<file path="config.mk">
export PLATFORM = sky130hd
export DESIGN_NAME = fxadd_unit
export DESIGN_NICKNAME = d
export VERILOG_FILES = /design/src/rtl/fxadd_pkg.sv /design/src/rtl/fxadd_decode.sv /design/src/rtl/fxadd_adder.sv /design/src/rtl/fxadd_xer.sv /design/src/rtl/fxadd_unit.sv
export SDC_FILE = /design/constraint.sdc
export NUM_CORES = 1
export LEC_CHECK = 0
export BUFFER_PORTS_ARGS = -buffer_cell sky130_fd_sc_hd__buf_2
export CORE_ASPECT_RATIO = 0.5
export CORE_MARGIN = 4
export CORE_UTILIZATION = 48
export CTS_CLUSTER_SIZE = 28
export DETAILED_ROUTE_END_ITERATION = 8
export PLACE_DENSITY = 0.86
export SLEW_MARGIN = 20
export SYNTH_ARGS = -nofsm -noshare
export SYNTH_HDL_FRONTEND = slang
export SYNTH_SLANG_ARGS = --single-unit
</file>
<file path="constraint.sdc">
create_clock -name clk -period 5.95 [get_ports clk]
set_clock_uncertainty 0.15 [all_clocks]
set_input_delay 0.8925 -clock clk [delete_from_list [all_inputs] [get_ports clk]]
set_output_delay 0.8925 -clock clk [all_outputs]
set_load 0.02 [all_outputs]
</file>
<file path="src/rtl/fxadd_pkg.sv">
package fxadd_pkg;

  localparam int REG_IDX_W = 5;

  localparam logic [5:0] PRI_ARITH = 6'd31;
  localparam logic [8:0] XO_PLAIN  = 9'd266;
  localparam logic [8:0] XO_CARRY  = 9'd10;
  localparam logic [8:0] XO_EXT    = 9'd138;
  localparam logic [8:0] XO_EXTM1  = 9'd234;
  localparam logic [8:0] XO_EXTZ   = 9'd202;
  localparam logic [7:0] XO_ALT    = 8'd170;

  typedef enum logic [2:0] {
    OPK_PLAIN,
    OPK_CARRY,
    OPK_EXT,
    OPK_EXTM1,
    OPK_EXTZ,
    OPK_ALT
  } opk_e;

  typedef struct packed {
    logic                 hit;
    logic                 fault;
    opk_e                 kind;
    logic                 oe;
    logic                 rc;
    logic [REG_IDX_W-1:0] rt;
  } dec_t;

  typedef struct packed {
    logic ca;
    logic ca32;
    logic ov;
    logic ov32;
    logic so;
  } xer_t;

endpackage

</file>
<file path="src/rtl/fxadd_decode.sv">
module fxadd_decode
  import fxadd_pkg::*;
#(
  parameter int IW = 32
) (
  input  logic [IW-1:0] insn_i,
  input  logic          isa300_i,
  output dec_t          dec_o
);

  localparam int PRI_LSB = IW - 6;
  localparam int RT_LSB  = PRI_LSB - REG_IDX_W;
  localparam int RC_BIT  = 0;
  localparam int XO_LSB  = 1;
  localparam int OE_BIT  = 10;
  localparam int CY_LSB  = 9;

  always_comb begin
    dec_o      = '0;
    dec_o.kind = OPK_PLAIN;
    dec_o.rt   = insn_i[RT_LSB +: REG_IDX_W];
    dec_o.oe   = insn_i[OE_BIT];
    dec_o.rc   = insn_i[RC_BIT];
    if (insn_i[PRI_LSB +: 6] == PRI_ARITH) begin
      if (insn_i[XO_LSB +: 8] == XO_ALT) begin
        dec_o.hit   = 1'b1;
        dec_o.kind  = OPK_ALT;
        dec_o.oe    = 1'b0;
        dec_o.rc    = 1'b0;
        dec_o.fault = (insn_i[CY_LSB +: 2] != 2'd0) || insn_i[RC_BIT] || !isa300_i;
      end else begin
        unique case (insn_i[XO_LSB +: 9])
          XO_PLAIN: begin dec_o.hit = 1'b1; dec_o.kind = OPK_PLAIN; end
          XO_CARRY: begin dec_o.hit = 1'b1; dec_o.kind = OPK_CARRY; end
          XO_EXT:   begin dec_o.hit = 1'b1; dec_o.kind = OPK_EXT;   end
          XO_EXTM1: begin dec_o.hit = 1'b1; dec_o.kind = OPK_EXTM1; end
          XO_EXTZ:  begin dec_o.hit = 1'b1; dec_o.kind = OPK_EXTZ;  end
          default:  dec_o.hit = 1'b0;
        endcase
      end
    end
  end

endmodule

</file>
<file path="src/rtl/fxadd_adder.sv">
module fxadd_adder
  import fxadd_pkg::*;
#(
  parameter int XLEN = 64
) (
  input  logic [XLEN-1:0] a_i,
  input  logic [XLEN-1:0] b_i,
  input  opk_e            kind_i,
  input  logic            ca_i,
  input  logic            ov_i,
  input  logic            mode32_i,
  output logic [XLEN-1:0] sum_o,
  output logic            cout_o,
  output logic            c32_o,
  output logic            sov_wide_o,
  output logic            sov_half_o
);

  localparam int HALF = XLEN / 2;

  logic [XLEN-1:0] b_eff;
  logic            cin;
  logic            cout_wide;
  logic [XLEN-1:0] bit_carries;

  always_comb begin
    unique case (kind_i)
      OPK_EXTM1: b_eff = '1;
      OPK_EXTZ:  b_eff = '0;
      default:   b_eff = b_i;
    endcase
    unique case (kind_i)
      OPK_EXT, OPK_EXTM1, OPK_EXTZ: cin = ca_i;
      OPK_ALT:                      cin = ov_i;
      default:                      cin = 1'b0;
    endcase
  end

  assign {cout_wide, sum_o} = {1'b0, a_i} + {1'b0, b_eff} + {{XLEN{1'b0}}, cin};
  assign bit_carries        = a_i ^ b_eff ^ sum_o;
  assign c32_o              = bit_carries[HALF];
  assign cout_o             = mode32_i ? bit_carries[HALF] : cout_wide;
  assign sov_wide_o = (a_i[XLEN-1] == b_eff[XLEN-1]) && (sum_o[XLEN-1] != a_i[XLEN-1]);
  assign sov_half_o = (a_i[HALF-1] == b_eff[HALF-1]) && (sum_o[HALF-1] != a_i[HALF-1]);

endmodule

</file>
<file path="src/rtl/fxadd_xer.sv">
module fxadd_xer
  import fxadd_pkg::*;
(
  input  logic clk,
  input  logic rst,
  input  logic take_i,
  input  opk_e kind_i,
  input  logic oe_i,
  input  logic isa300_i,
  input  logic mode32_i,
  input  logic cout_i,
  input  logic c32_i,
  input  logic sov_wide_i,
  input  logic sov_half_i,
  output xer_t xer_q_o,
  output xer_t xer_d_o
);

  xer_t q;
  xer_t d;

  always_comb begin
    d = q;
    if (take_i) begin
      unique case (kind_i)
        OPK_CARRY, OPK_EXT, OPK_EXTM1, OPK_EXTZ: begin
          d.ca = cout_i;
          if (isa300_i) d.ca32 = c32_i;
        end
        OPK_ALT: begin
          d.ov = cout_i;
          if (isa300_i) d.ov32 = c32_i;
        end
        default: ;
      endcase
      if (oe_i && (kind_i != OPK_ALT)) begin
        d.ov = mode32_i ? sov_half_i : sov_wide_i;
        if (isa300_i) d.ov32 = sov_half_i;
        if (d.ov) d.so = 1'b1;
      end
    end
  end

  always_ff @(posedge clk) begin
    if (rst) q <= '0;
    else     q <= d;
  end

  assign xer_q_o = q;
  assign xer_d_o = d;

endmodule

</file>
<file path="src/rtl/fxadd_unit.sv">
module fxadd_unit
  import fxadd_pkg::*;
#(
  parameter int XLEN = 64,
  parameter int IW   = 32
) (
  input  logic                 clk,
  input  logic                 rst,
  input  logic                 issue_i,
  input  logic [IW-1:0]        insn_i,
  input  logic [XLEN-1:0]      opa_i,
  input  logic [XLEN-1:0]      opb_i,
  input  logic                 mode32_i,
  input  logic                 isa300_i,
  output logic                 res_valid_o,
  output logic [XLEN-1:0]      res_o,
  output logic [REG_IDX_W-1:0] rt_o,
  output logic                 illegal_o,
  output logic                 cr0_we_o,
  output logic [3:0]           cr0_o,
  output logic                 xer_ca_o,
  output logic                 xer_ca32_o,
  output logic                 xer_ov_o,
  output logic                 xer_ov32_o,
  output logic                 xer_so_o
);

  localparam int HALF = XLEN / 2;

  dec_t            dec;
  xer_t            xer_q;
  xer_t            xer_d;
  logic [XLEN-1:0] sum;
  logic            cout;
  logic            c32;
  logic            sov_wide;
  logic            sov_half;
  logic            take;
  logic            fault;
  logic [XLEN-1:0] cmp_val;
  logic [3:0]      cr0_d;

  fxadd_decode #(.IW(IW)) u_decode (
    .insn_i   (insn_i),
    .isa300_i (isa300_i),
    .dec_o    (dec)
  );

  fxadd_adder #(.XLEN(XLEN)) u_adder (
    .a_i        (opa_i),
    .b_i        (opb_i),
    .kind_i     (dec.kind),
    .ca_i       (xer_q.ca),
    .ov_i       (xer_q.ov),
    .mode32_i   (mode32_i),
    .sum_o      (sum),
    .cout_o     (cout),
    .c32_o      (c32),
    .sov_wide_o (sov_wide),
    .sov_half_o (sov_half)
  );

  assign take  = issue_i && dec.hit && !dec.fault;
  assign fault = issue_i && dec.hit && dec.fault;

  fxadd_xer u_xer (
    .clk        (clk),
    .rst        (rst),
    .take_i     (take),
    .kind_i     (dec.kind),
    .oe_i       (dec.oe),
    .isa300_i   (isa300_i),
    .mode32_i   (mode32_i),
    .cout_i     (cout),
    .c32_i      (c32),
    .sov_wide_i (sov_wide),
    .sov_half_i (sov_half),
    .xer_q_o    (xer_q),
    .xer_d_o    (xer_d)
  );

  always_comb begin
    cmp_val = mode32_i ? {{HALF{sum[HALF-1]}}, sum[HALF-1:0]} : sum;
    cr0_d[3] = cmp_val[XLEN-1];
    cr0_d[1] = (cmp_val == '0);
    cr0_d[2] = !cmp_val[XLEN-1] && (cmp_val != '0);
    cr0_d[0] = xer_d.so;
  end

  always_ff @(posedge clk) begin
    if (rst) begin
      res_valid_o <= 1'b0;
      res_o       <= '0;
      rt_o        <= '0;
      illegal_o   <= 1'b0;
      cr0_we_o    <= 1'b0;
      cr0_o       <= '0;
    end else begin
      res_valid_o <= take;
      res_o       <= take ? sum : '0;
      rt_o        <= take ? dec.rt : '0;
      illegal_o   <= fault;
      cr0_we_o    <= take && dec.rc;
      cr0_o       <= (take && dec.rc) ? cr0_d : 4'd0;
    end
  end

  assign xer_ca_o   = xer_q.ca;
  assign xer_ca32_o = xer_q.ca32;
  assign xer_ov_o   = xer_q.ov;
  assign xer_ov32_o = xer_q.ov32;
  assign xer_so_o   = xer_q.so;

endmodule

</file>
Word level (Yosys, flattened, before mapping)
Index checks and enable logic that the tools add are counted.
Cells by class
  equal/unequal tests: 17
  multiplexer cells: 18
  bitwise gates (word level): 4
  $add $sub $neg: 2
  reduce and logical (&&, ||, !) cells: 25
Operator list (number)
  $pmux 64 s2: 1
  $xor 33x33->33: 2
  $add 64x64->65: 1
  $add 65x1->65: 1
  $logic_not 64->1: 1
  $mux 64: 1
  $reduce_bool 64->1: 1
  $eq 9x8->1 const B: 3
  $pmux 3 s4: 1
  $eq 9x4->1 const B: 1
  $eq 9x9->1 const B: 1
  $mux 1: 9
  $eq 8x8->1 const B: 1
  $logic_and 1x1->1: 8
  $mux 7: 1
  $eq 3x2->1 const B: 2
  $eq 3x3->1 const B: 2
  $eq 6x5->1 const B: 1
  $mux 3: 2
  $reduce_or 5->1: 1
  $mux 2: 2
  $reduce_and 2->1: 2
  $reduce_bool 2->1: 2
  $reduce_or 2->1: 2
  other kinds (11): 17
Word-level totals
  register bits: 81
  output and inout port bits: 81
  logic and storage cells: 77

Logic depth before layout (Yosys ltp)
Gate-level depths: netlist of the first run.
  word-level depth: 15
  gate-level depth with buffers: 21
  gate-level depth less buffers: 20

Hierarchy
A second synthesis of the first run with hierarchy kept.
Second synthesis, totals
  cells, all modules: 997
  area, all modules: 7404.6 um^2
By module, submodules not included
  fxadd_adder: area an instance 4628.2 um^2, cells an instance 745, times used 1
  fxadd_unit: area an instance 2210.9 um^2, cells an instance 188, times used 1
  fxadd_xer: area an instance 350.3 um^2, cells an instance 35, times used 1
  fxadd_decode: area an instance 215.2 um^2, cells an instance 29, times used 1

Worst setup path after synthesis of the first run
No wires, ideal clock.
  path type: in2reg
  start: input port insn_i[5]
  end: register cr0_o[1]
  data arrival time: 5.755 ns
  required time: 5.742 ns
  stages on the path: 21
  setup slack: -0.014 ns
  library setup time: 0.058 ns
  cells stage by stage: nand4b_1 -> nor4_1 -> nand2_1 -> clkbuf_1 -> nor2_1 -> nand2_1 -> nand2_1 -> fa_1 -> inv_1 -> fa_1 -> nand2b_1 -> a21bo_2 -> or3_1 -> a21o_1 -> and2_1 -> o31ai_1 -> xor2_1 -> or4b_1 -> or4_1 -> nor4_2 -> o21ba_1
Between the ends
  cells in the longest elaborated chain, start to end: 10
Ends and longest elaborated chain
  start, declared: RTL line fxadd_unit.sv:10  | input logic [IW-1:0] insn_i,
  $eq 9x8->1, or another cell as far along: RTL line fxadd_decode.sv:32  | unique case (insn_i[XO_LSB +: 9])
  $pmux 3 s4 / $reduce_or 5->1 (equally long branches)
  $mux 3 / $mux 1 (equally long branches): RTL line fxadd_decode.sv:25, fxadd_decode.sv:32
  $mux 7 (*): RTL line fxadd_decode.sv:24  | if (insn_i[PRI_LSB +: 6] == PRI_ARITH) begin
  $eq 3x3->1, or another cell as far along: RTL line fxadd_adder.sv:27, fxadd_adder.sv:32
  $pmux 64 s2, or another cell as far along: RTL line fxadd_adder.sv:27  | unique case (kind_i)
  $add 64x64->65, or another cell as far along: RTL line fxadd_adder.sv:39  | assign {cout_wide, sum_o} = {1'b0, a_i} + {1'b0, b_eff} + {{XLEN{1'b0}}, cin};
  $add 65x1->65 / $logic_and 1x1->1 (equally long branches): RTL line fxadd_adder.sv:39, fxadd_unit.sv:104
  $mux 64 / $not 1->1 (equally long branches)
  $logic_not 64->1 / $reduce_or 2->1 (equally long branches)
  end signal, assigned: RTL line fxadd_unit.sv:104  | cr0_o <= (take && dec.rc) ? cr0_d : 4'd0;
  end, declared: RTL line fxadd_unit.sv:20  | output logic [3:0] cr0_o,
Every way passes the cells marked *; elsewhere a longest branch is shown, timed or not.
A chain may end at the register's enable or synchronous reset.

Worst setup path in the final report of the first run
Same ends and word-level chain as after synthesis.

==> results.md, run 1 <==
- Outcome: finished, final reports clean
- Final std cells w/o fill: 1,626
- Arr. time, crit path: 5.97 ns
- Worst hold path class: flop to flop
- CTS buffer count: 9
- Main combinational cell family by area after synthesis: compound AO/OA/AOI/OAI gates
- Finished Cell Area: 10,200 µm²
- Number of synthesized register bits: 81
- Sequential cell area fraction in the yosys report: 20.7%
- DRC: 0
- Fin. max-slew vios: 0
- Final Hold Viols: 0
- Crit path kind: input pin to flop
- Simple-Gate Fraction of Synth Area: 29.1%
- Die width: 189 µm
- Iter 0 DRT Violations: 700
- Nets@finish: 1,630
- Yosys warnings: 0
- Worst EP required: 6.08 ns
- Leak: 4.80 nW
- Worst-Skew Late Latency: 0.34 ns
- Compound-Gate Fraction of Synth Area: 30.8%
- HP Start: u_xer.xer_q_o[2]
- Vias per cell: 5.93
- Post-CTS Hold Fix Bufs: 0
- Post-Synth XOR/XNOR Area: 4.24%
- Largest net degree at the start of global routing: 65
- GP Congestion: 0.981
- Clock sink total: 81
- Total Wirelength: 31,200 µm
- Startpoint Class: input pin
- Die height: 98.4 µm
- Max-cap viol count: 0
- Core area: 15,700 µm²
- Starting Density: 50.0%
- Die Area: 18,600 µm²
- Synth Flop Type: dfxtp_1
- Mapped Nets: 1,340
- Antenna Violating Nets Remaining: 0
- Least-Margin Pin Slew: 1.05 ns
- Slew margin rel.: 29.7%
- Post-Syn Instances: 1,110
- Global Route met1 Usage: 44.1%
- Layer with the highest usage: met2
- All-Layer GR Usage: 32.1%
- Crit path capture type: flop
- Worst-path clk slew: 0.06 ns
- First-pass GRT wire length: 48,300 µm
- Total grt overflow: 0
- Peak VDD IR: 0.000168 V
- Syn Area/Cell: 7.07 µm²
- Share of cells above drive strength 1: 27.6%
- WL/cell: 19.2 µm
- GR Layer Usage met2: 53.5%
- Post-DP HPWL: 26,200 µm
- GR Util met3: 4.10%
- Mux share of post-synthesis cell area: 0.526%
- Total number of vias: 9,649
- RSZ-0062 raised after global routing: false
- Placed cell area: 9880 µm²
- FP Rows: 32
- TritonCTS clock tree: built
- CP max FO: 42
- H-tree depth: 3
- IO buf count: 235
- Highest Clock Rate: 171 MHz
- Drt first pass iters: 5
- Placed insts: 1,610
- EDFF count, synth: 0
- Vias in the first global route: 9,051
- Most frequent cells in the layout: buf_2, nand2_1, o21ai_0
- Antenna violations before repair: 1
- CTS root buf: clkbuf_16
- Most common cell after layout, fill and taps aside: buf_2
- CTS resizes: 0
- PnR worst setup slack: 0.114 ns
- Place WS: -0.192 ns
- Distinct cell type count after synthesis: 77
- Post-synth ARST share: 0%
- Cell Area, Synth: 7850 µm²
- Total chip power: 0.00195 W
- Setup crit start: insn_i[5]
- Final period util: 98.1%
- Clk buf depth: 2
- Layout area overhead: 30.4%
- Post-CTS setup buffer count: 0
- Synth Area in Adders: 10.5%
- Final setup vio count: 0
- PD cells: 191 nW/µm²
- Ant diodes: 0
- RR Startpoint: u_xer.xer_q_o[4]
- Filler instances: 1,440
- Min Hold Slack: 0.340 ns
- Period minus WS final: 5.84 ns
- Boundary pin count: 246
-- cell usage after synthesis, drive strengths merged, types with 17 or more instances --
master	instances	area (µm²)
a211oi	19	153
a21o	18	135
a21oi	104	539
and2	29	181
buf	17	96.3
clkbuf	43	161
dfxtp	81	1620
ha	63	788
inv	18	67.6
nand2	146	548
nand3	24	120
nand4	43	282
nor2	95	357
nor3	29	145
o21a	20	151
o21ai	133	669
xnor2	18	158
xor2	20	175
-- cell type report --
type | instances | area [µm²] | area share [%]
repair buffers | 339 | 1990 | 19.5
multi-input cells | 951 | 5950 | 58.1
clock inverters | 5 | 87.6 | 0.855
clock buffers | 11 | 243 | 2.37
well taps | 221 | 277 | 2.70
inverters | 18 | 67.6 | 0.660
flip-flops and latches | 81 | 1620 | 15.8
-- power breakdown --
group | internal [W] | switching [W]
combinational | 0.000322 | 0.000470
clock | 0.000383 | 0.000234
sequential | 0.000542 | 0.00000000761
total | 0.00125 | 0.000704
-- logic make-up after synthesis --
logic type / Yosys count
DFF: 81
buffers and inverters: 78
and+or+nand+nor: 458
muxes: 4
xor gates and xnor gates: 38
AOI/OAI and AO/OA: 386
adders and majority gates: 65
-- per-layer routing --
layer | routed length (µm) | vias up
li1 | - | 4715
met1 | 13900 | 4505
met2 | 14400 | 364
met3 | 2060 | 63
met4 | 766 | 2
met5 | 13 | -
-- critical path, cell delays in order --
cell,delay (ns)
buf_2,0.09
nand4b_1,0.18
nor4_2,0.34
nand2_2,0.14
nor2_1,0.17
nand2_2,0.18
buf_12,0.21
nand2_1,0.08
ha_1,0.16
nand4_2,0.12
or4_1,0.56
nor4_1,0.33
buf_4,0.18
a2111o_1,0.23
o31ai_4,0.12
o21ai_2,0.21
xor2_1,0.17
or4b_1,0.54
or4_1,0.53
nor4_4,0.32
o21ba_1,0.15
-- state kept, by name (all words and copies together), names as in the netlist --
| register | flops |
|---|---|
| res_o | 64 |
| rt_o | 5 |
| u_xer.xer_q_o | 5 |
| cr0_o | 4 |
| cr0_we_o | 1 |
| illegal_o | 1 |
| res_valid_o | 1 |
-- worst paths after layout --
check        depth (start not counted)               end  slack [ns]
max                                 21          cr0_o[1]        0.11
min                                  2  u_xer.xer_q_o[2]        0.34
min reg2reg                          2  u_xer.xer_q_o[2]        0.34
max reg2reg                         17          cr0_o[1]        1.19
-- stage by stage --
step	util (%)	setup TNS (ns)
final	65.2	0
after global routing	65.2	0
after CTS	65.1	0
after detailed placement	63.0	-0.372
after global placement	63.0	-0.0862
after floorplan	-	0
No activity file was read; power rests on OpenSTA's default activity.
==> inputs of run 2 (changes only) <==
--- a/config.mk
+++ b/config.mk
@@ -6,7 +6,7 @@
 export NUM_CORES = 1
 export LEC_CHECK = 0
 export BUFFER_PORTS_ARGS = -buffer_cell sky130_fd_sc_hd__buf_2
-export CORE_ASPECT_RATIO = 0.5
+export CORE_ASPECT_RATIO = 0.8
 export CORE_MARGIN = 4
 export CORE_UTILIZATION = 48
 export CTS_CLUSTER_SIZE = 28
==> run 2 against run 1 <==
Against the previous run: routed wire length grew 0.79%; non-clock buffer count increased by 12; final area about the same; sequential power hardly changed; core utilization decreased by 0.84 points; total power down 3.4%; first-iteration DRC count rose by 30%; clock power down 17%; combinational power is 4.8% higher; worst setup slack better by 0.11 ns; critical path depth decreased by 1; die area decreased by 0.60%; critical path type unchanged; largest power group unchanged.
==> results.md, run 2 (same netlist as run 1, synthesis figures left out) <==
- Combinational fraction of design power: 44.1%
- Crit path kind: input pin to flop
- Hold Crit Endpoint: u_xer.xer_q_o[2]
- Finished Cell Area: 10,200 µm²
- Internal: 0.00117 W
- Largest net degree at the start of global routing: 46
- Worst EP required: 6.02 ns
- CP max FO: 45
- Die width: 151 µm
- Layout area overhead: 30.4%
- CP cell instances: buf_2 > nand4b_1 > nor4_2 > nand2_1 > buf_4 > o21ai_0 > nand2_1 > ha_1 > nand4_2 > or4_1 > nor4_1 > buf_4 > a2111o_1 > o31ai_4 > o21ai_2 > xor2_1 > or4b_1 > or4_1 > nor4_4 > nor3_1
- Total Wirelength: 31,400 µm
- Boundary pin count: 246
- Worst-Skew Late Latency: 0.34 ns
- PD cells: 184 nW/µm²
- Clock network power share: 27.2%
- DRC: 0
- Arr. time, crit path: 5.80 ns
- Worst-path clk slew: 0.06 ns
- Core area: 15,900 µm²
- Starting Density: 49.4%
- Peak VDD IR: 0.000112 V
- Final period util: 96.3%
- Ant diodes: 0
- Die Area: 18,500 µm²
- Switching share of power: 38.0%
- Total number of vias: 9,806
- Reg2reg end: cr0_o[2]
- Antenna violations before repair: 0
- Fin util: 64.4%
- Least-Margin Pin Slew: 1.06 ns
- HP Start: u_xer.xer_q_o[2]
- Share of cells above drive strength 1: 28.3%
- Die height: 122 µm
- FP Rows: 41
- Net Sw Power: 0.000716 W
- TritonCTS clock tree: built
- Iter 0 DRT Violations: 907
- Nets@finish: 1,642
- Antenna Violating Nets Remaining: 0
- Period minus WS final: 5.73 ns
- H-tree depth: 3
- RR Startpoint: u_xer.xer_q_o[4]
- Vias in the first global route: 8,859
- Clock sink total: 81
- Slew margin rel.: 29.4%
- Filler instances: 1,442
- Most flops, register: res_o
- Final setup vio count: 0
- GP Congestion: 1.06
- Vias per cell: 6.01
- Fin. max-slew vios: 0
- Highest Clock Rate: 175 MHz
- Max reg flops: 64
- Drt first pass iters: 8
- First-pass GRT wire length: 47,600 µm
- Register-to-Register Setup Slack: 1.12 ns
- Outcome: finished, final reports clean
- RSZ-0062 raised after global routing: false
- Slowest cell on the critical path: or4_1
- Most frequent cells in the layout: buf_2, nand2_1, o21ai_0
- Final Hold Viols: 0
- CTS root buf: clkbuf_16
- Total grt overflow: 0
- Clk buf depth: 2
- CTS buffer count: 9
- Placed cell area: 9920 µm²
- Crit path capture type: flop
- Most common cell after layout, fill and taps aside: buf_2
- WL/cell: 19.3 µm
- Slowest stage delay, CP: 0.54 ns
- Worst hold path class: flop to flop
- IO buf count: 235
- Leak: 4.80 nW
- Post-DP HPWL: 26,600 µm
- Worst reg-to-reg path cell count: 17
- All-Layer GR Usage: 33.0%
- WHS Path Cells: 2
- Max-cap viol count: 0
- Sequential power share: 28.8%
- Startpoint Class: input pin
==> run 2: area by class of cell <==
cell class | count | area [µm²] | area share, %
repair buffers | 351 | 2050 | 20.0
clock inverters | 4 | 30.0 | 0.293
flip-flops and latches | 81 | 1620 | 15.8
multi-input cells | 951 | 5960 | 58.2
clock buffers | 11 | 243 | 2.37
well taps | 215 | 269 | 2.63
inverters | 18 | 67.6 | 0.660
==> run 2: worst max path at each step <==
stage                         start       end  slack (ns)  cells after the start
after floorplan           insn_i[5]  cr0_o[1]        0.11                     21
after global placement    insn_i[5]  cr0_o[1]       -0.05                     21
after detailed placement  insn_i[5]  cr0_o[2]       -0.17                     21
after CTS                 insn_i[5]  cr0_o[2]        0.14                     21
after global routing      insn_i[5]  cr0_o[2]        0.01                     21
final                     insn_i[5]  cr0_o[2]        0.22                     20
==> run 2: repair_timing <==
| action | in CTS | in global routing |
|---|---|---|
| resized for setup | 0 | 8 |
| endpoints found under the setup margin | 0 | 2 |
| endpoints found under the hold margin | 0 | 0 |
| setup buffers | 0 | 1 |
| hold buffers | 0 | 0 |
==> run 2: power groups by stage <==
stage               clock network, W  registers (W)  logic, W
global placement                   0       0.000554  0.000792
floorplan                          0       0.000554  0.000475
CTS                         0.000516       0.000542  0.000801
finish                      0.000512       0.000542  0.000830
global route                0.000539       0.000542  0.000902
detailed placement                 0       0.000554  0.000797
==> run 2: layer usage <==
metal	routed length, µm	GRT usage (%)	up-vias
li1	-	-	4723
met4	368	5.83	0
met2	12300	46.0	548
met1	14800	50.1	4504
met5	0	0	-
met3	3930	9.93	31
==> run 2: through the flow <==
step | power, W | std cells | TNS (ns) | hold slack, ns | worst slack, ns
after detailed placement | 0.00135 | 1615 | -0.319 | 0.321 | -0.175
after global placement | 0.00135 | 1615 | -0.0877 | 0.312 | -0.0456
final | 0.00188 | 1631 | 0 | 0.326 | 0.222
after CTS | 0.00186 | 1630 | 0 | 0.331 | 0.139
after global routing | 0.00198 | 1631 | 0 | 0.356 | 0.0116
after floorplan | 0.00103 | 1110 | 0 | 0.384 | 0.108
==> run 2: worst max-delay path: cells and delay by family <==
family	cells	cell delay [ns]
simple gates	11	3.15
xor+xnor	1	0.12
compound gates	4	0.70
fa+ha+maj	1	0.33
buf+inv	3	0.55
==> inputs of run 3 (changes only) <==
--- a/config.mk
+++ b/config.mk
@@ -8,10 +8,11 @@
 export BUFFER_PORTS_ARGS = -buffer_cell sky130_fd_sc_hd__buf_2
 export CORE_ASPECT_RATIO = 0.8
 export CORE_MARGIN = 4
-export CORE_UTILIZATION = 48
+export CORE_UTILIZATION = 49
+export CTS_BUF_LIST = sky130_fd_sc_hd__clkbuf_2 sky130_fd_sc_hd__clkbuf_4 sky130_fd_sc_hd__clkbuf_8
 export CTS_CLUSTER_SIZE = 28
 export DETAILED_ROUTE_END_ITERATION = 8
-export PLACE_DENSITY = 0.86
+export PLACE_DENSITY = 0.87
 export SLEW_MARGIN = 20
 export SYNTH_ARGS = -nofsm -noshare
 export SYNTH_HDL_FRONTEND = slang
==> run 3 against run 2 <==
Against the previous run: via count increased by 1.1%; sequential cell count unchanged; routed wire length decreased by 0.43%; critical path depth increased by 1; critical path type unchanged; largest power group unchanged.
==> results.md, run 3 (same netlist as run 1, synthesis figures left out) <==
- Outcome: finished, final reports clean
- Vias in the first global route: 8,763
- Slowest stage delay, CP: 0.54 ns
- Total grt overflow: 0
- RR Startpoint: u_xer.xer_q_o[4]
- Placed insts: 1,603
- WL/cell: 19.3 µm
- Hold Crit Endpoint: u_xer.xer_q_o[2]
- Worst EP required: 6.11 ns
- Total Wirelength: 31,300 µm
- Met3 WL: 3870 µm
- Vias per cell: 6.12
- Drt first pass iters: 6
- Finished Cell Area: 10,100 µm²
- Worst-Skew Late Latency: 0.37 ns
- Max-cap viol count: 0
- Die height: 121 µm
- Uppermost routed layer: met4
- WHS Path Cells: 2
- Register-to-Register Setup Slack: 1.19 ns
- FP Rows: 41
- Worst-path clk slew: 0.09 ns
- Clock sink total: 81
- Crit path kind: input pin to flop
- Clk buf depth: 2
- Min Hold Slack: 0.343 ns
- Leak: 4.72 nW
- Highest Clock Rate: 175 MHz
- HP Start: u_xer.xer_q_o[2]
- Ant diodes: 0
- Max reg flops: 64
- GP Congestion: 1.04
- Slowest cell on the critical path: or4b_1
- Final Hold Viols: 0
- Post-CTS Hold Fix Bufs: 0
- DRC: 0
- Starting Density: 49.9%
- Setup crit start: insn_i[5]
- Crit path capture type: flop
- Layout area overhead: 28.3%
- Most common cell after layout, fill and taps aside: buf_2
- Least-Margin Pin Slew: 1.06 ns
- Total chip power: 0.00176 W
- Period minus WS final: 5.70 ns
- IO buf count: 235
- CP max FO: 39
- Fin util: 64.0%
- Iter 0 DRT Violations: 1,235
- H-tree depth: 3
- Routed length on met1: 14,300 µm
- Total number of vias: 9,912
- CTS root buf: clkbuf_8
- Share of cells above drive strength 1: 27.6%
- Core area: 15,700 µm²
- Arr. time, crit path: 5.86 ns
- CTS buffer count: 9
- PD cells: 174 nW/µm²
- Largest net degree at the start of global routing: 42
- Die Area: 18,100 µm²
- Worst reg-to-reg path cell count: 17
- Boundary pin count: 246
- Startpoint Class: input pin
- Die width: 150 µm
- Final std cells w/o fill: 1,620
- Most flops, register: res_o
- Final setup vio count: 0
- First-pass GRT wire length: 47,600 µm
- Placed cell area: 9850 µm²
- Antenna Violating Nets Remaining: 0
- Peak VDD IR: 0.0000914 V
- Final period util: 95.8%
- All-Layer GR Usage: 33.2%
- Most frequent cells in the layout: buf_2, nand2_1, o21ai_0
- Reg2reg end: cr0_o[1]
- Fin. max-slew vios: 0
- Slew margin rel.: 29.3%
- CP cell instances: buf_2 > nand4b_1 > nor4_4 > nand2_2 > nor2_1 > nand2_2 > buf_4 > nand2_1 > ha_1 > o211a_1 > a21boi_2 > o21ai_0 > a31oi_1 > buf_4 > o31ai_4 > o21ai_2 > xor2_1 > or4b_1 > or4_1 > nor4_4 > o21ba_1
- Met2 wire length: 12,500 µm
- Antenna violations before repair: 0
- Post-DP HPWL: 26,200 µm
- Filler instances: 1,479
- TritonCTS clock tree: built
- Worst hold path class: flop to flop
- Nets@finish: 1,630
[run 3: through the flow]
step	setup TNS (ns)	setup slack [ns]
2_1_floorplan	0	0.108
3_3_place_gp	-0.128	-0.0661
3_5_place_dp	-0.357	-0.187
4_1_cts	0	0.171
5_1_grt	-0.00669	-0.00669
6_report	0	0.248
[run 3: final cells by class]
type | count | area (µm²) | area share [%]
Multi-Input combinational cell | 951 | 5950 | 59.1
Timing Repair Buffer | 339 | 1980 | 19.7
Sequential cell | 81 | 1620 | 16.1
Tap cell | 215 | 269 | 2.67
Clock buffer | 11 | 145 | 1.44
Inverter | 18 | 67.6 | 0.671
Clock inverter | 5 | 40.0 | 0.397
[run 3: what timing repair did]
item / 4_1_cts / 5_1_grt
endpoints found under the setup margin: 0 / 2
gates resized for setup: 0 / 5
setup buffers: 0 / 1
[run 3: worst max path at each step]
stage / end / slack, ns
after CTS: cr0_o[1] / 0.17
after global placement: cr0_o[1] / -0.07
after detailed placement: cr0_o[1] / -0.19
after floorplan: cr0_o[1] / 0.11
after global routing: cr0_o[1] / -0.007
final: cr0_o[1] / 0.25
[run 3: report_power, final]
group | internal [W] | switching [W]
registers | 0.000541 | 0.00000000768
logic | 0.000329 | 0.000495
clock network | 0.000170 | 0.000220
[run 3: critical path: cells and delay by family]
kind / cells / cell delay (ns)
simple gates: 9 / 2.43
compound gates: 7 / 1.55
buf+inv: 3 / 0.54
fa+ha+maj: 1 / 0.26
xor+xnor: 1 / 0.19
[run 3: layer usage]
| metal | vias up | track usage, % |
|---|---|---|
| met1 | 4500 | 52.3 |
| met2 | 650 | 47.4 |
| met3 | 56 | 5.86 |
| met5 | - | 0 |
| met4 | 0 | 5.26 |
| li1 | 4706 | - |
